## config.mk

```make
export PLATFORM = sky130hd
export DESIGN_NAME = scanline_irq_timer
export DESIGN_NICKNAME = d
export VERILOG_FILES = /design/src/rtl/scanirq_pkg.sv /design/src/rtl/scanirq_decode.sv /design/src/rtl/scanirq_prescale.sv /design/src/rtl/scanirq_core.sv /design/src/rtl/scanline_irq_timer.sv
export SDC_FILE = /design/constraint.sdc
export NUM_CORES = 1
export LEC_CHECK = 0
export ABC_AREA = 0
export CELL_PAD_IN_SITES_DETAIL_PLACEMENT = 1
export CELL_PAD_IN_SITES_GLOBAL_PLACEMENT = 2
export CORE_MARGIN = 4
export CORE_UTILIZATION = 39
export CTS_CLUSTER_SIZE = 10
export DETAILED_ROUTE_END_ITERATION = 8
export DONT_BUFFER_PORTS = 1
export PLACE_DENSITY_LB_ADDON = 0.1
export SLEW_MARGIN = 20
export SYNTH_ARGS = -nofsm -noshare
export SYNTH_HDL_FRONTEND = slang
export SYNTH_SLANG_ARGS = --single-unit
```

## constraint.sdc

```tcl
create_clock -name clk -period 3.25 [get_ports clk]
set_input_delay 0.1625 -clock clk [delete_from_list [all_inputs] [get_ports clk]]
set_output_delay 0.1625 -clock clk [all_outputs]
set_load 0.03 [all_outputs]
```

## src/rtl/scanirq_pkg.sv

```systemverilog
package scanirq_pkg;

    // Register operation selected by one bus write.
    typedef enum logic [2:0] {
        OP_NONE   = 3'd0,
        OP_LAT_LO = 3'd1,
        OP_LAT_HI = 3'd2,
        OP_CTRL   = 3'd3,
        OP_ACK    = 3'd4
    } reg_op_e;

    // Dots gained per CPU cycle and dots per scanline.
    localparam int unsigned DOT_STEP  = 3;
    localparam int unsigned LINE_DOTS = 341;

endpackage

```

## src/rtl/scanirq_decode.sv

```systemverilog
module scanirq_decode
    import scanirq_pkg::*;
#(
    parameter int unsigned ADDR_W = 16
) (
    input  logic              wr_en,
    input  logic [ADDR_W-1:0] wr_addr,
    output reg_op_e           op
);
    localparam int unsigned TOP_W = 4;
    localparam int unsigned IDX_W = 4;

    logic [TOP_W-1:0] region;
    logic [IDX_W-1:0] index;

    assign region = wr_addr[ADDR_W-1 -: TOP_W];
    assign index  = wr_addr[IDX_W-1:0];

    always_comb begin
        op = OP_NONE;
        if (wr_en && (region == {TOP_W{1'b1}})) begin
            case (index)
                4'h0:        op = OP_LAT_LO;
                4'h2, 4'h8:  op = OP_LAT_HI;
                4'h1, 4'h4:  op = OP_CTRL;
                4'h3, 4'hC:  op = OP_ACK;
                default:     op = OP_NONE;
            endcase
        end
    end

    // Middle address bits are mirrors.
    logic unused_mid;
    assign unused_mid = ^wr_addr[ADDR_W-TOP_W-1:IDX_W];

endmodule

```

## src/rtl/scanirq_prescale.sv

```systemverilog
module scanirq_prescale #(
    parameter int unsigned STEP   = 3,
    parameter int unsigned PERIOD = 341,
    localparam int unsigned PRE_W = $clog2(PERIOD + STEP)
) (
    input  logic             clk,
    input  logic             rst_n,
    input  logic             clear,
    input  logic             advance,
    output logic [PRE_W-1:0] pre_q,
    output logic             tick
);
    typedef struct packed {
        logic [PRE_W-1:0] pre;
    } pre_state_t;

    pre_state_t st_d, st_q;
    logic [PRE_W:0] sum;

    always_comb begin
        st_d = st_q;
        sum  = {1'b0, st_q.pre} + (PRE_W+1)'(STEP);
        tick = advance && (sum >= (PRE_W+1)'(PERIOD));
        if (clear) begin
            st_d.pre = '0;
        end else if (advance) begin
            if (tick) begin
                st_d.pre = PRE_W'(sum - (PRE_W+1)'(PERIOD));
            end else begin
                st_d.pre = PRE_W'(sum);
            end
        end
    end

    always_ff @(posedge clk or negedge rst_n) begin
        if (!rst_n) begin
            st_q <= '0;
        end else begin
            st_q <= st_d;
        end
    end

    assign pre_q = st_q.pre;

endmodule

```

## src/rtl/scanirq_core.sv

```systemverilog
module scanirq_core
    import scanirq_pkg::*;
#(
    parameter int unsigned CNT_W = 8,
    parameter int unsigned EN_W  = 2,
    localparam int unsigned NIB_W = CNT_W / 2
) (
    input  logic             clk,
    input  logic             rst_n,
    input  reg_op_e          op,
    input  logic [NIB_W-1:0] data,
    input  logic             tick,
    output logic [EN_W-1:0]  en_q,
    output logic [CNT_W-1:0] latch_q,
    output logic [CNT_W-1:0] cnt_q,
    output logic             irq_q
);
    typedef struct packed {
        logic [EN_W-1:0]  en;
        logic [CNT_W-1:0] latch;
        logic [CNT_W-1:0] cnt;
        logic             irq;
    } core_state_t;

    core_state_t st_d, st_q;

    always_comb begin
        st_d = st_q;
        // Register writes first; all of them drop the request.
        case (op)
            OP_LAT_LO: begin
                st_d.latch[NIB_W-1:0] = data;
                st_d.irq = 1'b0;
            end
            OP_LAT_HI: begin
                st_d.latch[CNT_W-1:NIB_W] = data;
                st_d.irq = 1'b0;
            end
            OP_CTRL: begin
                st_d.en  = data[EN_W-1:0];
                st_d.cnt = st_q.latch;
                st_d.irq = 1'b0;
            end
            OP_ACK: begin
                st_d.en  = {EN_W{st_q.en[0]}};
                st_d.irq = 1'b0;
            end
            default: ;
        endcase
        // A line step wins over a same-cycle clear.
        if (tick) begin
            if (st_q.cnt == {CNT_W{1'b1}}) begin
                st_d.cnt = st_q.latch;
                st_d.irq = 1'b1;
            end else begin
                st_d.cnt = st_q.cnt + 1'b1;
            end
        end
    end

    always_ff @(posedge clk or negedge rst_n) begin
        if (!rst_n) begin
            st_q <= '0;
        end else begin
            st_q <= st_d;
        end
    end

    assign en_q    = st_q.en;
    assign latch_q = st_q.latch;
    assign cnt_q   = st_q.cnt;
    assign irq_q   = st_q.irq;

endmodule

```

## src/rtl/scanline_irq_timer.sv

```systemverilog
module scanline_irq_timer
    import scanirq_pkg::*;
#(
    parameter int unsigned ADDR_W = 16,
    parameter int unsigned DATA_W = 8,
    parameter int unsigned CNT_W  = 8,
    localparam int unsigned NIB_W = CNT_W / 2,
    localparam int unsigned PRE_W = $clog2(LINE_DOTS + DOT_STEP)
) (
    input  logic              clk,
    input  logic              rst_n,
    input  logic              cpu_ce,
    input  logic              wr_en,
    input  logic [ADDR_W-1:0] wr_addr,
    input  logic [DATA_W-1:0] wr_data,
    output logic              irq
);
    reg_op_e          op;
    logic [1:0]       en_q;
    logic [CNT_W-1:0] latch_q;
    logic [CNT_W-1:0] cnt_q;
    logic [PRE_W-1:0] pre_q;
    logic             tick;
    logic             advance;
    logic             restart;

    scanirq_decode #(.ADDR_W(ADDR_W)) u_decode (
        .wr_en   (wr_en),
        .wr_addr (wr_addr),
        .op      (op)
    );

    assign restart = (op == OP_CTRL);
    assign advance = cpu_ce && en_q[1] && !restart;

    scanirq_prescale #(.STEP(DOT_STEP), .PERIOD(LINE_DOTS)) u_prescale (
        .clk     (clk),
        .rst_n   (rst_n),
        .clear   (restart),
        .advance (advance),
        .pre_q   (pre_q),
        .tick    (tick)
    );

    scanirq_core #(.CNT_W(CNT_W), .EN_W(2)) u_core (
        .clk     (clk),
        .rst_n   (rst_n),
        .op      (op),
        .data    (wr_data[NIB_W-1:0]),
        .tick    (tick),
        .en_q    (en_q),
        .latch_q (latch_q),
        .cnt_q   (cnt_q),
        .irq_q   (irq)
    );

    logic unused_data;
    assign unused_data = ^wr_data[DATA_W-1:NIB_W];

endmodule

```

Yosys cells after proc, flatten, opt, wreduce, memory -nomap -nowiden
Cells that the tools add are included.
{ "totals": {"register_bits": 28, "wordCells": 49, "input_bits": 28, "out_inout_bits": 1} }
{ "op_classes": {"eq_ne": 12, "n_lt_le_gt_ge": 1, "reduce_logical": 14, "n_addsub": 3, "muxes": 11, "bitwise_logic": 1} }
{ "op_table": {"columns": ["op", "n"], "rows": [
  ["$mux 9", 4],
  ["$mux 8", 2],
  ["$eq 4x4->1 const B", 3],
  ["$pmux 3 s4", 1],
  ["$add 9x2->10 const B", 1],
  ["$ge 10x9->1 const B", 1],
  ["$sub 9x9->9 const B", 1],
  ["$add 8x1->8 const B", 1],
  ["$eq 4x2->1 const B", 2],
  ["$eq 8x8->1 const B", 1],
  ["$eq 3x2->1 const B", 2],
  ["$reduce_bool 2->1", 3],
  ["$reduce_or 2->1", 3],
  ["$eq 4x1->1 const B", 1],
  ["$eq 4x3->1 const B", 1],
  ["$logic_and 1x1->1", 4],
  ["$logic_not 4->1", 1],
  ["$pmux 2 s2", 1],
  ["$reduce_or 4->1", 1],
  ["$eq 3x1->1 const B", 1],
  ["$eq 3x3->1 const B", 1],
  ["$mux 3", 1],
  ["$mux 1", 2],
  ["$reduce_and 2->1", 1],
  ["other kinds (2)", 2]
]} }

Logic depth before layout (Yosys ltp)
Gate-level depths: netlist of the first run.
{ "logic_depth": {"ltp_word": 11, "depth_mapped": 11, "ltp_nobuf": 9} }

Modules after synthesis
Synthesis of the first run repeated with hierarchy kept, for this count alone.
{ "hier_totals": {"hier_cells": 249, "area_unflattened_um2": 2311.0} }
{ "by_module_without_submodules": {"columns": ["mod", "instances", "cells_each", "seq_area_each_um2", "area_each_um2"], "rows": [
  ["scanirq_prescale", 1, 139, 225.2, 1174.9],
  ["scanirq_core", 1, 95, 475.5, 1026.0],
  ["scanirq_decode", 1, 12, 0.0, 92.6],
  ["scanline_irq_timer", 1, 3, 0.0, 17.5]
]} }

Worst setup path after synthesis of the first run
No wires, ideal clock.
{ "synth_path": {"path_type": "reg-to-reg", "start": "register u_prescale.st_q (netlist bit u_prescale.pre_q[0])", "end": "register u_prescale.st_q (netlist bit u_prescale.pre_q[6])", "path_buffers": 1, "slack_ns": 0.537, "arrival_ns": 2.633, "period_less_slack_ns": 2.713, "stages_incl_launch_ff": 11, "required_time_ns": 3.171, "setup_ns": 0.079, "path_cell_list": "dfrtp_1 > buf_6 > inv_1 > ha_1 > xnor2_1 > nand2_1 > o32a_2 > o41a_4 > a221oi_2 > mux2i_1 > mux2i_1"} }
{ "synth_via": {"elab_chain_cells": 6, "elab_cells_between_ends": 7, "classes_between": "2 x add/sub; 1 x order compare; 3 x mux; 1 x reduce/logical"} }
{ "synth_lines": {"columns": ["element", "line_no", "source"], "rows": [
  ["start: declaration", "scanirq_prescale.sv:17", "pre_state_t st_d, st_q;"],
  ["start signal: assignment", "scanirq_prescale.sv:39", "st_q <= st_d;"],
  ["$add 9x2->10 *", "scanirq_prescale.sv:22", "sum = {1'b0, st_q.pre} + (PRE_W+1)'(STEP);"],
  ["$ge 10x9->1", "scanirq_prescale.sv:23", "tick = advance && (sum >= (PRE_W+1)'(PERIOD));"],
  ["$logic_and 1x1->1", "scanirq_prescale.sv:23", null],
  ["$mux 9 *", "scanirq_prescale.sv:27", "if (tick) begin"],
  ["$mux 9 *", "scanirq_prescale.sv:26", "end else if (advance) begin"],
  ["$mux 9 *", "scanirq_prescale.sv:24", "if (clear) begin"]
]} }
Mark *: on every way between the ends. The rest lies on a longest branch, timed or not. The select of a mux whose other input is x is not followed.
A chain may end at the register's enable or synchronous reset.

Final worst setup path of the first run
{ "layout_path": {"start": "register u_prescale.st_q (netlist bit u_prescale.pre_q[1])", "end": "register u_prescale.st_q (netlist bit u_prescale.pre_q[6])"} }
Same word-level chain as after synthesis.

==> impl_metrics.json, run 1 <==
{
  "status": "finished clean",
  "cp.required_ns": 3.44,
  "rows": 27,
  "fin_crit_ns": 2.92,
  "end_kind": "flop",
  "ir_drop_uv": 225,
  "cts_made_buffers": 3,
  "cts_tree": "yes",
  "ys_async_sr_fraction": 1.00,
  "holdPathEnd": "u_core.latch_q[7]$_DFFE_PN0N_",
  "num_vias": 1905,
  "fin_crit_sh": 0.898,
  "antenna_found_initial": 0,
  "final_cell_mix": "nand2_1, dfrtp_1, o21ai_0, nor2_1",
  "reg2reg_from": "u_prescale.pre_q[1]$_DFFE_PN0P_",
  "core_sq_um": 5540,
  "cpMostUsedCell": "mux2i_1",
  "clkSlewWorstSetupHoldPaths_ns": 0.09,
  "clock-sinks": 28,
  "cp-start-kind": "flop",
  "leakage_nw": 0.947,
  "nets": 276,
  "grt_pass1_vias": 2013,
  "synth-edff-count": 0,
  "synth_cells": 246,
  "grt_setup_unrepaired": "no",
  "grt_max_degree": 29,
  "ys_types": 62,
  "dieArea_sq_um": 7040,
  "wl_per_cell_um": 19.3,
  "n_antenna_cell": 0,
  "clock_path_buffers": 2,
  "slew_viol_final": 0,
  "wl_mm": 6.05,
  "worstPathCellList": "inv_1 -> ha_2 -> xnor2_1 -> nand2_1 -> o32a_2 -> o41a_4 -> a221oi_2 -> mux2i_1 -> mux2i_1",
  "max_freq_mhz": 343,
  "start_util": 0.406,
  "port_buffers": 0,
  "maxSlewHeadroom": 0.368,
  "ys_seq_area_frac": 0.312,
  "yosysWarnings": 0,
  "htreeDepth": 1,
  "syn_to_final_growth_pct": 3.84,
  "fin_cells": 314,
  "ant_nets": 0,
  "path_max_fanout": 13,
  "drc": 0,
  "cp_slowest_stage_delay_ns": 0.54,
  "dp.cells": 308,
  "tightest_slew_ns": 0.948,
  "slowest_stage": "o41a_4",
  "setup_tns_ns": 0,
  "finClkSkew_ns": 0.00829,
  "track_usage": 0.173,
  "syn_avg_cell_area_sq_um": 9.13,
  "setup_viol": 0,
  "r2r_cells": 9,
  "hold_path_depth": 1,
  "first_pass_iters": 4,
  "final_common_cell": "nand2_1",
  "drive_above_1_share": 0.161,
  "ios": 29,
  "hold_path_class": "input port to flop",
  "die-width_um": 83.9,
  "syn-num-nets": 278,
  "r2r_end": "u_prescale.pre_q[6]$_DFFE_PN0P_",
  "final_hold_viol_count": 0,
  "grt_pass1_wl_mm": 10.0,
  "min_from": "wr_data[3]",
  "power.density_nw_per_um2": 478,
  "critical_path_class": "flop to flop",
  "die_h_um": 83.9,
  "syn_area_sq_um": 2250,
  "clock_latency_ns": 0.27,
  "hpwl_mm": 4.47,
  "post-cts-setup-buffers": 0,
  "gp_congestion": 0.838,
  "viasPerCell": 6.07,
  "synth_flop_cell": "dfrtp_1",
  "drtIter0Drc": 53,
  "maxCapViolCount": 0,
  "r2r_setup_slack_ns": 0.33,
  "clockRootBuffer": "clkbuf_8",
  "cp.arrival_ns": 3.11,
  "overflow": 0,
  "synth-seq-cells": 28
}
worst max-delay path: cells and delay by family, from the launching register on:
kind | cells | cell delay (ns)
AO/OA/AOI/OAI | 3 | 1.26
XOR/XNOR | 1 | 0.16
adder cells (fa/ha/maj) | 1 | 0.37
buffers and inverters | 1 | 0.10
flip-flops | 1 | 0.39
multiplexers | 2 | 0.48
AND/OR/NAND/NOR | 1 | 0.07
layer usage:
| layer | wire length [um] | global-route usage | share of wire | vias up |
|---|---|---|---|---|
| met5 | 0 | 0 | 0 | - |
| met4 | 210 | 0.0789 | 0.035 | 0 |
| met3 | 156 | 0.0217 | 0.026 | 18 |
| met2 | 3080 | 0.303 | 0.51 | 38 |
| met1 | 2600 | 0.210 | 0.43 | 946 |
| li1 | - | - | - | 903 |
stage by stage:
stage               utilization  setup WS, ns  total power, W  hold WS [ns]  instance area (sq um)
global route              0.421         0.157         0.00121        0.0163                   2330
finish                    0.421         0.331         0.00112        0.0362                   2330
floorplan                     -         0.537        0.000839        -0.133                   2250
global placement          0.405         0.289        0.000895        -0.132                   2250
CTS                       0.418         0.148         0.00112       0.00147                   2320
detailed placement        0.405         0.189        0.000922        -0.132                   2250
logic make-up after synthesis:
kind of cell,after synthesis,synth area share
buffers and inverters,21,0.0718
muxes,20,0.0935
adders and majority gates,4,0.0223
DFF,28,0.312
xor gates and xnor gates,7,0.0273
AOI/OAI and AO/OA,73,0.256
and+or+nand+nor,93,0.217
final cells by class:
| type | instances | area (sq um) |
|---|---|---|
| Clock buffer | 3 | 41.3 |
| Fill cell | 668 | 3210 |
| Inverter | 5 | 18.8 |
| Multi-Input combinational cell | 197 | 1400 |
| Sequential cell | 28 | 701 |
| Tap cell | 72 | 90.1 |
| Timing Repair Buffer | 9 | 85.1 |
power by group:
part	switching, W	leakage (nW)	internal [W]
logic	0.000311	0.547	0.000191
clock network	0.0000993	0.0216	0.0000830
registers	0.0000494	0.379	0.000383
worst max-delay path by stage:
stage          slack (ns)                               to                       startpoint  cells after the start
3_3_place_gp         0.29  u_prescale.pre_q[5]$_DFFE_PN0P_  u_prescale.pre_q[0]$_DFFE_PN0P_                      9
3_5_place_dp         0.19  u_prescale.pre_q[6]$_DFFE_PN0P_  u_prescale.pre_q[1]$_DFFE_PN0P_                      9
2_1_floorplan        0.54  u_prescale.pre_q[6]$_DFFE_PN0P_  u_prescale.pre_q[0]$_DFFE_PN0P_                     10
6_report             0.33  u_prescale.pre_q[6]$_DFFE_PN0P_  u_prescale.pre_q[1]$_DFFE_PN0P_                      9
4_1_cts              0.15  u_prescale.pre_q[6]$_DFFE_PN0P_  u_prescale.pre_q[1]$_DFFE_PN0P_                      9
5_1_grt              0.16  u_prescale.pre_q[6]$_DFFE_PN0P_  u_prescale.pre_q[0]$_DFFE_PN0P_                      9
sequential cells by signal, summed over array words and instances (netlist names):
signal,count
u_prescale.pre_q,9
u_core.cnt_q,8
u_core.latch_q,8
u_core.en_q,2
u_core.irq_q,1
cells in the mapped netlist, types with 2 or more instances:
cell type	count	area, sq um
a211o_1	2	17.5
a211oi_1	2	15.0
a21boi_0	2	15.0
a21o_1	2	15.0
a21oi_1	13	65.1
a31oi_1	2	12.5
a32o_1	2	20.0
and2_1	2	12.5
and2_2	2	15.0
and3_1	3	18.8
buf_6	5	56.3
clkbuf_1	5	18.8
clkbuf_8	4	55.1
dfrtp_1	28	701
ha_1	4	50.1
inv_1	5	18.8
mux2_2	8	90.1
mux2i_1	12	120
nand2_1	32	120
nand2b_1	8	50.1
nand3_1	12	60.1
nand3b_1	2	15.0
nand4_1	2	12.5
nor2_1	13	48.8
nor3_1	4	20.0
nor4_1	2	12.5
nor4b_1	2	17.5
o21a_1	2	15.0
o21ai_0	18	90.1
o21ai_4	3	48.8
o22ai_1	3	18.8
o2bb2ai_1	2	17.5
o31ai_1	2	15.0
or3_1	2	12.5
or4_1	2	15.0
xnor2_1	6	52.6
timing repair:
item	CTS	global route
setup endpoints to repair	0	3
resized for setup	0	2
hold endpoints to repair	28	1
hold buffers	2	1
Power figures use the tool's default switching activity.
==> run 2: changes to the inputs <==
--- a/config.mk
+++ b/config.mk
@@ -15,4 +15,5 @@
 export DONT_BUFFER_PORTS = 1
 export PLACE_DENSITY_LB_ADDON = 0.1
+export SKIP_CTS_REPAIR_TIMING = 1
 export SLEW_MARGIN = 20
 export SYNTH_ARGS = -nofsm -noshare
==> constraint.sdc (replaced) <==
create_clock -name clk -period 3.25 [get_ports clk]
set_input_delay 0.4875 -clock clk [delete_from_list [all_inputs] [get_ports clk]]
set_output_delay 0.4875 -clock clk [all_outputs]
set_load 0.03 [all_outputs]
==> run 2 against run 1 <==
Compared with the run above:
- register-to-register slack got worse by 0.16 ns
- via count fell by 3.0%
- core utilization fell by 0.16 points
- die area did not move
- clock-buffer cell count rose by 1
- cell count fell by 0.32%
- clock skew barely moved
- first-iteration DRC count rose by 58%
- fmax fell by 5.1%
- sequential share of layout area rose by 0.11 points
- global-route usage rose by 0.081 points
- critical endpoint is now u_core.cnt_q[7]$_DFFE_PN0P_
- largest power group unchanged
- highest routed layer unchanged
==> impl_metrics.json, run 2 (synthesis results as in run 1) <==
{
  "r2r_end": "u_core.cnt_q[7]$_DFFE_PN0P_",
  "cp-startpoint": "u_prescale.pre_q[0]$_DFFE_PN0P_",
  "p_comb_frac": 0.437,
  "track_usage": 0.174,
  "ant_nets": 0,
  "p_clk_frac": 0.190,
  "status": "finished clean",
  "cp.arrival_ns": 3.24,
  "path_max_fanout": 13,
  "tightest_slew_ns": 0.935,
  "wl_mm": 5.89,
  "n_antenna_cell": 0,
  "switchingPower_w": 0.000463,
  "grt_setup_unrepaired": "no",
  "drive_above_1_share": 0.162,
  "critical_path_class": "flop to flop",
  "clock_path_buffers": 2,
  "drtIter0Drc": 84,
  "grt_pass1_vias": 1971,
  "die_h_um": 83.9,
  "wl_per_cell_um": 18.8,
  "clock_latency_ns": 0.28,
  "sw_frac_of_total": 0.407,
  "slew_viol_final": 0,
  "p_seq_frac": 0.373,
  "ir_drop_uv": 231,
  "final_common_cell": "nand2_1",
  "htreeDepth": 1,
  "port_buffers": 0,
  "clock-sinks": 28,
  "final_cell_mix": "nand2_1, dfrtp_1, o21ai_0, nor2_1",
  "fin_crit_sh": 0.946,
  "setup_tns_ns": 0,
  "rows": 27,
  "maxSlewHeadroom": 0.377,
  "dieArea_sq_um": 7040,
  "viasPerCell": 5.90,
  "power.density_nw_per_um2": 489,
  "clockRootBuffer": "clkbuf_8",
  "die-width_um": 83.9,
  "final_hold_viol_count": 0,
  "finClkSkew_ns": 0.00849,
  "cts_made_buffers": 3,
  "r2r_setup_slack_ns": 0.17,
  "hold_path_class": "input port to asynchronous set/reset pin",
  "fin_crit_ns": 3.08,
  "largest_reg_flops": 9,
  "crit_end": "u_core.cnt_q[7]$_DFFE_PN0P_",
  "cts_tree": "yes",
  "core_sq_um": 5540,
  "start_util": 0.406,
  "nets": 274,
  "cp.required_ns": 3.42,
  "r2r_cells": 9,
  "max_freq_mhz": 325,
  "drc": 0,
  "grt_max_degree": 29,
  "leakage_nw": 0.948,
  "end_kind": "flop",
  "hpwl_mm": 4.34,
  "cp-start-kind": "flop",
  "num_vias": 1848,
  "gp_congestion": 0.852,
  "clkSlewWorstSetupHoldPaths_ns": 0.10,
  "fin_hold_ws_ns": 0.0206,
  "first_pass_iters": 4,
  "setup_viol": 0,
  "overflow": 0,
  "reg2reg_from": "u_prescale.pre_q[0]$_DFFE_PN0P_",
  "ios": 29,
  "syn_to_final_growth_pct": 3.45,
  "grt_pass1_wl_mm": 10.1,
  "intPower_w": 0.000675,
  "antenna_found_initial": 0,
  "maxCapViolCount": 0
}
[run 2: critical path: stages (launching register included)]
cell and delay [ns]:
dfrtp_1 0.40, inv_1 0.09, ha_1 0.49, xnor2_1 0.18, nand2_1 0.07, o32a_2 0.38
o41a_4 0.54, a21oi_4 0.37, a31oi_1 0.16, a221o_1 0.28
[run 2: metal layers]
layer  global-route usage  up-vias  wire length (um)
li1                     -      899                 -
met1                0.215      931              2520
met2                0.320       14              3220
met3               0.0227        4               111
met4               0.0380        0                40
met5                    0        -                 0
[run 2: final cells by class]
type	instances	area, sq um
Multi-Input combinational cell	197	1400
Clock buffer	4	55.1
Sequential cell	28	701
Inverter	5	18.8
Timing Repair Buffer	7	65.1
Fill cell	674	3220
Tap cell	72	90.1
[run 2: worst min path at each step]
stage | depth (start not counted) | slack, ns | endpoint
after floorplan | 0 | 0.19 | u_core.cnt_q[0]$_DFFE_PN0P_
after global placement | 0 | 0.19 | u_core.en_q[0]$_DFFE_PN0P_
after detailed placement | 0 | 0.19 | u_core.en_q[1]$_DFFE_PN0P_
after CTS | 0 | -0.12 | u_core.cnt_q[1]$_DFFE_PN0P_
after global routing | 1 | 0.01 | u_core.cnt_q[5]$_DFFE_PN0P_
final | 1 | 0.02 | u_core.cnt_q[5]$_DFFE_PN0P_
[run 2: power by group through the flow]
| stage | Combinational, W | Clock, W | Sequential [W] |
|---|---|---|---|
| floorplan | 0.000426 | 0 | 0.000414 |
| global placement | 0.000465 | 0 | 0.000431 |
| detailed placement | 0.000485 | 0 | 0.000431 |
| CTS | 0.000487 | 0.000226 | 0.000425 |
| global route | 0.000564 | 0.000245 | 0.000430 |
| finish | 0.000498 | 0.000216 | 0.000425 |
[run 2: through the flow]
stage / power (W) / instances / setup WS [ns] / util / area [sq um]
3_3_place_gp: 0.000895 / 308 / 0.287 / 0.405 / 2250
5_1_grt: 0.00124 / 313 / 0.0761 / 0.420 / 2320
3_5_place_dp: 0.000916 / 308 / 0.206 / 0.405 / 2250
6_report: 0.00114 / 313 / 0.174 / 0.420 / 2320
4_1_cts: 0.00114 / 312 / 0.176 / 0.415 / 2300
2_1_floorplan: 0.000839 / 246 / 0.537 / - / 2250
